### src/rtl/phy_cr_bridge_pkg.sv
package phy_cr_bridge_pkg;

    localparam int OFF_W = 8;

    localparam logic [OFF_W-1:0] OFF_DIN  = 8'h0C;
    localparam logic [OFF_W-1:0] OFF_DOUT = 8'h10;
    localparam logic [OFF_W-1:0] OFF_CAPA = 8'h14;
    localparam logic [OFF_W-1:0] OFF_CAPD = 8'h18;
    localparam logic [OFF_W-1:0] OFF_READ = 8'h1C;
    localparam logic [OFF_W-1:0] OFF_WRIT = 8'h20;

    localparam int NCMD = 4;

    // command index into request / busy vectors
    localparam int CMD_CAPA = 0;
    localparam int CMD_CAPD = 1;
    localparam int CMD_READ = 2;
    localparam int CMD_WRIT = 3;

    typedef enum logic [2:0] {
        ST_IDLE  = 3'd0,
        ST_CAPA  = 3'd1,
        ST_CAPD  = 3'd2,
        ST_READ  = 3'd3,
        ST_WRITE = 3'd4
    } seq_state_t;

    function automatic logic [OFF_W-1:0] cmd_offset(input int idx);
        unique case (idx)
            CMD_CAPA: cmd_offset = OFF_CAPA;
            CMD_CAPD: cmd_offset = OFF_CAPD;
            CMD_READ: cmd_offset = OFF_READ;
            default:  cmd_offset = OFF_WRIT;
        endcase
    endfunction

endpackage

### src/rtl/phy_cr_bridge_regs.sv
module phy_cr_bridge_regs
    import phy_cr_bridge_pkg::*;
#(
    parameter int HOST_DW = 32,
    parameter int HOST_AW = 8,
    parameter int PHY_DW  = 16,
    parameter int PHY_AW  = 16
) (
    input  logic               clk,
    input  logic               rst_n,
    input  logic               host_wr,
    input  logic [HOST_AW-1:0] host_addr,
    input  logic [HOST_DW-1:0] host_wdata,
    output logic [HOST_DW-1:0] host_rdata,
    output logic [NCMD-1:0]    cmd_req,
    input  logic [NCMD-1:0]    launch,
    input  logic [NCMD-1:0]    busy_vec,
    input  logic               rd_done,
    input  logic [PHY_DW-1:0]  phy_rdata,
    output logic [PHY_AW-1:0]  addr_q,
    output logic [PHY_DW-1:0]  data_q,
    output logic [PHY_DW-1:0]  dout_q
);

    localparam int STAGE_W = (PHY_AW > PHY_DW) ? PHY_AW : PHY_DW;

    logic [STAGE_W-1:0] din_q;
    logic               din_we;
    logic               unused_wdata;

    assign din_we       = host_wr && (host_addr == HOST_AW'(OFF_DIN));
    assign unused_wdata = ^host_wdata[HOST_DW-1:STAGE_W];

    genvar gi;
    generate
        for (gi = 0; gi < NCMD; gi++) begin : g_req
            assign cmd_req[gi] = host_wr && host_wdata[0]
                              && (host_addr == HOST_AW'(cmd_offset(gi)));
        end
    endgenerate

    always_ff @(posedge clk or negedge rst_n) begin
        if (!rst_n) begin
            din_q  <= '0;
            addr_q <= '0;
            data_q <= '0;
            dout_q <= '0;
        end else begin
            if (din_we)
                din_q <= host_wdata[STAGE_W-1:0];
            if (launch[CMD_CAPA])
                addr_q <= din_q[PHY_AW-1:0];
            if (launch[CMD_CAPD])
                data_q <= din_q[PHY_DW-1:0];
            if (rd_done)
                dout_q <= phy_rdata;
        end
    end

    always_comb begin
        host_rdata = '0;
        unique case (host_addr)
            HOST_AW'(OFF_DIN):  host_rdata[STAGE_W-1:0] = din_q;
            HOST_AW'(OFF_DOUT): host_rdata[PHY_DW-1:0]  = dout_q;
            HOST_AW'(OFF_CAPA): host_rdata[0] = busy_vec[CMD_CAPA];
            HOST_AW'(OFF_CAPD): host_rdata[0] = busy_vec[CMD_CAPD];
            HOST_AW'(OFF_READ): host_rdata[0] = busy_vec[CMD_READ];
            HOST_AW'(OFF_WRIT): host_rdata[0] = busy_vec[CMD_WRIT];
            default:            host_rdata = '0;
        endcase
    end

endmodule

### src/rtl/phy_cr_bridge_seq.sv
module phy_cr_bridge_seq
    import phy_cr_bridge_pkg::*;
(
    input  logic            clk,
    input  logic            rst_n,
    input  logic [NCMD-1:0] cmd_req,
    input  logic            phy_ack,
    output logic [NCMD-1:0] launch,
    output logic [NCMD-1:0] busy_vec,
    output logic            rd_done
);

    seq_state_t state_q, state_d;

    always_ff @(posedge clk or negedge rst_n) begin
        if (!rst_n)
            state_q <= ST_IDLE;
        else
            state_q <= state_d;
    end

    always_comb begin
        state_d = state_q;
        unique case (state_q)
            ST_IDLE: begin
                if (cmd_req[CMD_CAPA])      state_d = ST_CAPA;
                else if (cmd_req[CMD_CAPD]) state_d = ST_CAPD;
                else if (cmd_req[CMD_READ]) state_d = ST_READ;
                else if (cmd_req[CMD_WRIT]) state_d = ST_WRITE;
            end
            ST_CAPA, ST_CAPD, ST_READ, ST_WRITE: begin
                if (phy_ack) state_d = ST_IDLE;
            end
            default: state_d = ST_IDLE;
        endcase
    end

    always_comb begin
        launch   = '0;
        busy_vec = '0;
        rd_done  = 1'b0;
        unique case (state_q)
            ST_IDLE:  launch = cmd_req;
            ST_CAPA:  busy_vec[CMD_CAPA] = 1'b1;
            ST_CAPD:  busy_vec[CMD_CAPD] = 1'b1;
            ST_READ: begin
                busy_vec[CMD_READ] = 1'b1;
                rd_done            = phy_ack;
            end
            ST_WRITE: busy_vec[CMD_WRIT] = 1'b1;
            default:  launch = '0;
        endcase
    end

endmodule

### src/rtl/phy_cr_bridge.sv
module phy_cr_bridge
    import phy_cr_bridge_pkg::*;
#(
    parameter int HOST_DW = 32,
    parameter int HOST_AW = 8,
    parameter int PHY_DW  = 16,
    parameter int PHY_AW  = 16
) (
    input  logic               clk,
    input  logic               rst_n,
    input  logic               host_wr,
    input  logic [HOST_AW-1:0] host_addr,
    input  logic [HOST_DW-1:0] host_wdata,
    output logic [HOST_DW-1:0] host_rdata,
    output logic [PHY_AW-1:0]  phy_addr,
    output logic [PHY_DW-1:0]  phy_wdata,
    input  logic [PHY_DW-1:0]  phy_rdata,
    output logic               phy_cap_addr,
    output logic               phy_cap_data,
    output logic               phy_rd,
    output logic               phy_wr,
    input  logic               phy_ack
);

    logic [NCMD-1:0]   cmd_req;
    logic [NCMD-1:0]   launch;
    logic [NCMD-1:0]   busy_vec;
    logic              rd_done;
    logic [PHY_DW-1:0] dout_q;

    phy_cr_bridge_regs #(
        .HOST_DW (HOST_DW),
        .HOST_AW (HOST_AW),
        .PHY_DW  (PHY_DW),
        .PHY_AW  (PHY_AW)
    ) u_regs (
        .clk        (clk),
        .rst_n      (rst_n),
        .host_wr    (host_wr),
        .host_addr  (host_addr),
        .host_wdata (host_wdata),
        .host_rdata (host_rdata),
        .cmd_req    (cmd_req),
        .launch     (launch),
        .busy_vec   (busy_vec),
        .rd_done    (rd_done),
        .phy_rdata  (phy_rdata),
        .addr_q     (phy_addr),
        .data_q     (phy_wdata),
        .dout_q     (dout_q)
    );

    phy_cr_bridge_seq u_seq (
        .clk      (clk),
        .rst_n    (rst_n),
        .cmd_req  (cmd_req),
        .phy_ack  (phy_ack),
        .launch   (launch),
        .busy_vec (busy_vec),
        .rd_done  (rd_done)
    );

    assign phy_cap_addr = busy_vec[CMD_CAPA];
    assign phy_cap_data = busy_vec[CMD_CAPD];
    assign phy_rd       = busy_vec[CMD_READ];
    assign phy_wr       = busy_vec[CMD_WRIT];

endmodule

### config.mk
export PLATFORM = sky130hd
export DESIGN_NAME = phy_cr_bridge
export DESIGN_NICKNAME = d
export VERILOG_FILES = /design/src/rtl/phy_cr_bridge_pkg.sv /design/src/rtl/phy_cr_bridge_regs.sv /design/src/rtl/phy_cr_bridge_seq.sv /design/src/rtl/phy_cr_bridge.sv
export SDC_FILE = /design/constraint.sdc
export NUM_CORES = 1
export LEC_CHECK = 0
export BUFFER_PORTS_ARGS = -buffer_cell sky130_fd_sc_hd__buf_2
export CAP_MARGIN = 20
export CORE_MARGIN = 3
export CORE_UTILIZATION = 48
export CTS_CLUSTER_DIAMETER = 30
export DETAILED_ROUTE_END_ITERATION = 8
export GPL_TIMING_DRIVEN = 0
export PLACE_DENSITY = 0.8
export SETUP_SLACK_MARGIN = 0.1
export SLEW_MARGIN = 20
export SYNTH_ARGS = -nofsm -noshare
export SYNTH_HDL_FRONTEND = slang
export SYNTH_HIERARCHICAL = 1
export SYNTH_SLANG_ARGS = --single-unit
### constraint.sdc
create_clock -name clk -period 2.2 [get_ports clk]
set_input_delay 0.11 -clock clk [delete_from_list [all_inputs] [get_ports clk]]
set_output_delay 0.11 -clock clk [all_outputs]
set_load 0.02 [all_outputs]
==> impl_metrics.toml, run 1 <==
[status]
status = "completed"

[worst_setup_path]
cp.arrival_ns = 1.85
reg2reg_to = "u_regs/dout_q[10]"
end_kind = "output pin"
cp-start-kind = "register"
r2r_cells = 5
path_class = "register to output pin"
cp.required_ns = 2.09
crit_fanout = 4
timing.rr.start = "u_seq/state_q[2]"
r2r_slack_ns = 0.26

[power_and_ir_drop]
leakagePower_nw = 2.242
vdd_drop_max_mv = 0.5494
p_per_area_nw_per_um2 = 633.6
total_power_mw = 2.601

[route]
drt-total-wl_um = 7209
dr.pass1.iters = 4
final_antenna_net_count = 0
wl_per_cell_um = 16.50
viasPerCell = 5.092
routed-via-count = 2225
drtIter0Drc = 52
drcViolationCount = 0

[finish]
area_growth_pct = 36.42
fin_nets = 417
n_fill_cell = 464
drive_above_1_share_pct = 58.56
diodes = 0

[job]
drv_cap = 0

[logic_synthesis]
avgSynthCellArea_um2 = 14.00
yosysWarningCount = 6
syn_area_um2 = 3009
synthesis.instances = 215

[timing]
slew_headroom_pct = 60.71
worstMarginPinSlew_ns = 0.5869
worst_slack_ns = 0.2449
setup_tns_ns = 0
clock_skew_ns = 0.005769
period_share_pct = 88.87
rsz0062_at_grt = "false"
fmax_ghz = 0.5115
final-max-slew-violation-count = 0
min_period_ns = 1.955
hold_viol_final = 0
setup_viol = 0

[grt]
grt_max_degree = 58
overflow = 0
grt_pass1_vias = 2316
grtUsageTotal_pct = 21.07
antenna_found_initial = 0
grt_pass1_wl_um = 11740

[clock_tree]
cts_buffer_depth = 2
root_buffer = "clkbuf_8"
cts.clk_slew.worst_paths_ns = 0.07
insertion_delay_ns = 0.33
cts_max_level = 3
cts_made_buffers = 9
clock_sinks = 67
cts_tree = "done"

[floorplanning]
die_w_um = 85.18
core_um2 = 5991
start_util_pct = 50.23
die_height_um = 85.18
pin_count = 128
rows = 28
die_area_um2 = 7255

[worst_hold_path]
hold_path.class = "primary input to register"
min_to = "u_regs/dout_q[14]"
hold_path_depth = 2
min_from = "phy_rdata[14]"

[place]
hpwl_um = 4968
globalplace.congestion = 0.8719
io_buffers = 95
dp_slack_ns = -0.5767
[metal layers]
metal,GRT usage [%],part of all wire (%),up-vias
met5,0,0,-
met3,5.146,6.6,12
met2,35.59,51,90
li1,-,-,1032
met1,26.01,41,1091
met4,8.345,1.7,0
[cells in the final DEF (no fill, tap or decap), types with 2 or more instances in the layout]
master          n
buf_2          95
dfrtp_1        67
mux2_2         64
buf_4          20
dlygate4sd3_1  17
a22o_1         16
conb_1         16
clkbuf_8        9
nor2_1          8
clkbuf_2        5
clkbuf_1        3
nor3_1          3
nor3b_2         3
inv_1           3
clkinv_2        2
bufinv_16       2
nor4_4          2
nor2b_1         2
nand4_1         2
clkbuf_4        2
nand2b_1        2
and2_1          2
o21ai_0         2
[layout make-up]
type,count,area [um^2],area share [%]
Tap cell,75,93.84,2.286
Clock buffer,11,131.4,3.200
Sequential cell,67,1677,40.84
Multi-Input combinational cell,134,1236,30.11
Inverter,3,11.26,0.2743
Timing Repair Buffer,116,698.2,17.01
Clock inverter,5,77.57,1.890
Buffer,26,180.2,4.389
[power by group]
| part | switching [mW] | internal (mW) |
|---|---|---|
| clock | 0.459 | 0.636 |
| sequential | 0.0274 | 1.27 |
| combinational | 0.0992 | 0.109 |
[how the worst max path moves through the flow]
stage | slack [ns] | end | depth (start not counted) | startpoint
after global placement | -0.49 | u_regs/addr_q[12] | 8 | host_addr[1]
after detailed placement | -0.58 | u_regs/addr_q[8] | 8 | host_addr[1]
final | 0.24 | host_rdata[0] | 6 | u_seq/state_q[2]
after floorplan | 0.08 | u_regs/data_q[10] | 7 | host_addr[1]
after global routing | 0.12 | host_rdata[0] | 6 | u_seq/state_q[2]
after CTS | 0.12 | u_regs/addr_q[0] | 8 | host_addr[1]
[critical path: stages (launching register included)]
cell and delay [ns]:
dfrtp_1 0.41, nand2b_1 0.21, nor2_1 0.09, mux4_2 0.48, nand3_1 0.10, o31ai_1 0.07
buf_2 0.16
[state kept, by name (all words and copies together) (netlist names)]
register and cells:
u_regs/addr_q 16, u_regs/data_q 16, u_regs/din_q 16, u_regs/dout_q 16, u_seq/state_q 3
[timing repair]
action,in CTS,in global routing
hold buffers,16,1
setup endpoints to repair,40,30
pin swaps,0,3
buffers inserted,0,3
gates resized for setup,7,6
hold endpoints to repair,83,1
[stage by stage]
stage / instance area (um^2) / hold slack [ns] / util (%) / instances
global placement: 3637 / 0.3246 / 60.71 / 400
CTS: 4056 / 0.0006646 / 67.71 / 433
detailed placement: 3667 / -0.02458 / 61.22 / 401
floorplan: 3068 / -0.1856 / - / 230
global route: 4105 / 0.0009868 / 68.53 / 437
finish: 4105 / 0.01637 / 68.53 / 437
Power figures use the tool's default switching activity.
==> run 2: changes to the inputs <==
--- a/config.mk
+++ b/config.mk
@@ -12,6 +12,7 @@
 export CTS_CLUSTER_DIAMETER = 30
 export DETAILED_ROUTE_END_ITERATION = 8
 export GPL_TIMING_DRIVEN = 0
+export HOLD_SLACK_MARGIN = 0.02
 export PLACE_DENSITY = 0.8
 export SETUP_SLACK_MARGIN = 0.1
 export SLEW_MARGIN = 20
==> run 2 against run 1 <==
Against the previous run: critical path depth did not move; largest cell class unchanged; global-route usage rose by 0.71 points; power grew 0.95%; critical endpoint unchanged.
==> impl_metrics.toml, run 2 (synthesis results as in run 1) <==
[status]
status = "completed"

[timing]
setup_tns_ns = 0
final-max-slew-violation-count = 0
worstMarginPinSlew_ns = 0.5872
slew_headroom_pct = 60.69
period_share_pct = 88.95
setup_viol = 0
fmax_ghz = 0.5110
rsz0062_at_grt = "false"
clock_skew_ns = 0.007213
hold_viol_final = 0
min_period_ns = 1.957

[worst_setup_path]
crit_start = "u_seq/state_q[1]"
r2r_cells = 5
r2r_slack_ns = 0.27
cp.arrival_ns = 1.85
end_kind = "output pin"
path_class = "register to output pin"
reg2reg_to = "u_regs/dout_q[6]"
cp-start-kind = "register"
timing.rr.start = "u_seq/state_q[2]"
crit_fanout = 4
endpoint = "host_rdata[0]"
max_stage_delay_ns = 0.48
cp.required_ns = 2.09
crit_chain = "nand2b_1, nor2_1, mux4_2, nand3_1, o31ai_1, buf_2"
slowest_stage = "mux4_2"

[route]
dr.pass1.iters = 4
final_antenna_net_count = 0
routed-via-count = 2293
wl_per_cell_um = 16.48
drt-total-wl_um = 7464
drtIter0Drc = 72
drcViolationCount = 0
viasPerCell = 5.062

[finish]
layout_commonest_cell = "buf_2"
area_growth_pct = 41.75
diodes = 0
drive_above_1_share_pct = 56.08
fin_nets = 433
layout_common_cells = "buf_2, dfrtp_1, mux2_2"
final_cells = 453
n_fill_cell = 439

[floorplanning]
die_w_um = 85.18
start_util_pct = 50.23
rows = 28
pin_count = 128
die_area_um2 = 7255
core_um2 = 5991
die_height_um = 85.18

[clock_tree]
cts_max_level = 3
clock_sinks = 67
root_buffer = "clkbuf_8"
cts_buffer_depth = 2
cts_tree = "done"
cts_made_buffers = 9
cts.clk_slew.worst_paths_ns = 0.07
insertion_delay_ns = 0.33

[grt]
grt_max_degree = 58
antenna_found_initial = 0
grt_pass1_wl_um = 12160
grtUsageTotal_pct = 21.78
grt_pass1_vias = 2456
overflow = 0

[place]
dp_cells = 401
globalplace.congestion = 0.8719
hpwl_um = 4968
io_buffers = 95

[power_and_ir_drop]
total_power_mw = 2.626
vdd_drop_max_mv = 0.5506
p_per_area_nw_per_um2 = 615.6
leakagePower_nw = 2.309

[worst_hold_path]
hold_path.class = "primary input to register"

[job]
drv_cap = 0
[run 2: cell types whose count changed in the layout (fill, tap and decap cells not counted)]
cell and delta:
dlygate4sd3_1 +16
[run 2: timing repair]
action                     4_1_cts  5_1_grt
hold endpoints to repair       100        0
setup buffers                    0        3
pin swaps                        0        3
setup endpoints to repair       40       30
gates resized for setup          7        6
hold buffers                    33        0
[run 2: how the worst min path moves through the flow]
stage                     cells past startpoint               end          start
after floorplan                               0  u_regs/addr_q[0]          rst_n
after global placement                        2  u_seq/state_q[1]        phy_ack
after detailed placement                      1   u_regs/din_q[4]          rst_n
after CTS                                     2   u_regs/din_q[0]  host_wdata[0]
after global routing                          2   u_regs/din_q[0]  host_wdata[0]
final                                         2   u_regs/din_q[0]  host_wdata[0]
[run 2: area by class of cell]
class	count	area, um^2	area share, %
inverters	3	11.26	0.2640
plain buffers	26	180.2	4.224
repair buffers	132	858.3	20.12
flip-flops and latches	67	1677	39.31
clock buffers	11	131.4	3.080
clock inverters	5	77.57	1.819
multi-input cells	134	1236	28.98
well taps	75	93.84	2.200
[run 2: metal layers]
metal | GRT usage (%) | part of all wire, %
met5 | 0 | 0
met4 | 9.065 | 2.0
met3 | 4.854 | 5.7
met2 | 37.71 | 51
met1 | 26.17 | 41
[run 2: where the power goes]
group | leakage, nW | switching [mW] | internal [mW]
clock | 0.103 | 0.460 | 0.636
combinational | 1.29 | 0.104 | 0.128
sequential | 0.913 | 0.0278 | 1.27
total | 2.31 | 0.592 | 2.03
[run 2: worst max-delay path, delay by kind of cell, from the launching register on]
family | cells | cell delay, ns
AO/OA/AOI/OAI | 1 | 0.07
AND/OR/NAND/NOR | 3 | 0.37
multiplexers | 1 | 0.48
buffers and inverters | 1 | 0.16
flip-flops | 1 | 0.44
[run 2: metrics by stage]
step           setup slack [ns]  cell area, um^2  utilization [%]  hold slack [ns]
2_1_floorplan           0.07895             3068                -          -0.1856
3_3_place_gp            -0.4873             3637            60.71           0.3246
3_5_place_dp            -0.5767             3667            61.22         -0.02458
4_1_cts                  0.1150             4227            70.55          0.04903
5_1_grt                  0.1209             4265            71.20          0.05447
6_report                 0.2430             4265            71.20          0.06702
==> run 3: changes to the inputs <==
--- a/config.mk
+++ b/config.mk
@@ -14,6 +14,7 @@
 export GPL_TIMING_DRIVEN = 0
 export HOLD_SLACK_MARGIN = 0.02
 export PLACE_DENSITY = 0.8
+export REMOVE_ABC_BUFFERS = 1
 export SETUP_SLACK_MARGIN = 0.1
 export SLEW_MARGIN = 20
 export SYNTH_ARGS = -nofsm -noshare
==> run 3 against run 2 <==
Against the previous run: fmax down 1.8%; worst setup slack worse by 0.036 ns; global-route usage down 1.0 points; critical path depth unchanged.
==> impl_metrics.toml, run 3 (synthesis results as in run 1) <==
[clock_tree]
cts_buffer_depth = 2
root_buffer = "clkbuf_8"
cts.clk_slew.worst_paths_ns = 0.08
insertion_delay_ns = 0.33
cts_tree = "done"
clock_sinks = 67
cts_max_level = 3
cts_made_buffers = 9

[finish]
layout_common_cells = "buf_2, dfrtp_1, mux2_2"
area_growth_pct = 34.84
drive_above_1_share_pct = 53.56
fin_nets = 407
diodes = 0
final_core_util_pct = 67.73
layout_commonest_cell = "buf_2"

[worst_setup_path]
cp.arrival_ns = 1.88
r2r_slack_ns = 0.31
cp.required_ns = 2.09
crit_fanout = 4
cp-start-kind = "register"
path_class = "register to output pin"
end_kind = "output pin"

[power_and_ir_drop]
swShare_pct = 22.14
vdd_drop_max_mv = 0.4203
p_switching_mw = 0.5561
pwr-share-comb_pct = 8.1
p_clk_share_pct = 40.2
power_frac_seq_pct = 51.7
p_per_area_nw_per_um2 = 618.9
power.internal_mw = 1.955
leakagePower_nw = 2.177

[floorplanning]
die_area_um2 = 7255
pin_count = 128
die_height_um = 85.18
start_util_pct = 50.23
core_um2 = 5991
die_w_um = 85.18
rows = 28

[route]
drtIter0Drc = 55
wl_per_cell_um = 16.77
drt-total-wl_um = 7142
dr.pass1.iters = 4
viasPerCell = 5.209
routed-via-count = 2219
final_antenna_net_count = 0
drcViolationCount = 0

[place]
io_buffers = 95
globalplace.congestion = 0.8271
hpwl_um = 4735
dp_slack_ns = -0.4439

[timing]
setup_tns_ns = 0
min_period_ns = 1.993
worstMarginPinSlew_ns = 0.7576
final-max-slew-violation-count = 0
hold_viol_final = 0
setup_viol = 0
slew_headroom_pct = 49.49
rsz0062_at_grt = "false"
clock_skew_ns = 0.01133
worst_slack_ns = 0.2070
period_share_pct = 90.59
fmax_ghz = 0.5018

[grt]
grt_pass1_wl_um = 11610
antenna_found_initial = 0
grtUsageTotal_pct = 20.75
grt_max_degree = 37
overflow = 0
grt_pass1_vias = 2368

[status]
status = "completed"

[job]
drv_cap = 0

[worst_hold_path]
hold_path.class = "primary input to register"
==> run 3: repair_timing <==
action	4_1_cts	5_1_grt
buffers inserted	2	0
endpoints found under the hold margin	63	0
resized for setup	2	4
hold buffers	32	0
pin swaps	1	0
endpoints found under the setup margin	47	42
==> run 3: path summary, 6_finish.rpt <==
path / start / end / cells past startpoint
worst min register to register: u_regs/addr_q[13] / u_regs/addr_q[13] / 1
worst min-delay path: host_wdata[3] / u_regs/din_q[3] / 2
max in group asynchronous: rst_n / u_regs/din_q[14] / 3
min in group asynchronous: rst_n / u_regs/dout_q[4] / 2
worst max register to register: u_seq/state_q[2] / u_regs/dout_q[3] / 4
worst max-delay path: u_seq/state_q[2] / host_rdata[0] / 6
==> run 3: power groups by stage <==
stage	Sequential, mW	Combinational (mW)	Clock [mW]
floorplan	1.31	0.0730	0
global placement	1.32	0.147	0
detailed placement	1.32	0.158	0
CTS	1.30	0.203	1.04
global route	1.30	0.222	1.09
finish	1.30	0.202	1.01
==> run 3: stage by stage <==
| stage | cells | power (mW) | hold WS, ns | area, um^2 |
|---|---|---|---|---|
| floorplan | 204 | 1.387 | -0.1856 | 2899 |
| global placement | 374 | 1.466 | 0.3226 | 3468 |
| detailed placement | 377 | 1.479 | 0.07848 | 3515 |
| CTS | 426 | 2.537 | 0.04000 | 4046 |
| global route | 426 | 2.619 | 0.03292 | 4058 |
| finish | 426 | 2.511 | 0.05033 | 4058 |
==> run 3: final cells by class <==
cell class,instances,area [um^2]
inverter,3,11.26
sequential,67,1677
multi-input combinational,134,1230
fill,435,1933
tap,75,93.84
clock inverter,2,35.03
clock buffer,13,158.9
timing repair buffer,132,852.1
==> run 3: layer usage <==
layer	vias to the layer above	part of all wire [%]	wire length, um	GRT usage, %
met2	84	51	3657	36.16
met3	10	6.6	470	4.951
met5	-	0	0	0
met1	1112	41	2923	24.65
met4	0	1.3	91	8.201
li1	1013	-	-	-
==> run 3: worst max-delay path: stages (launching register included) <==
cell and delay, ns:
dfrtp_1 0.44, nand2b_2 0.22, nor2_1 0.07, mux4_2 0.47, nand3_1 0.11, o31ai_1 0.07, buf_2 0.16
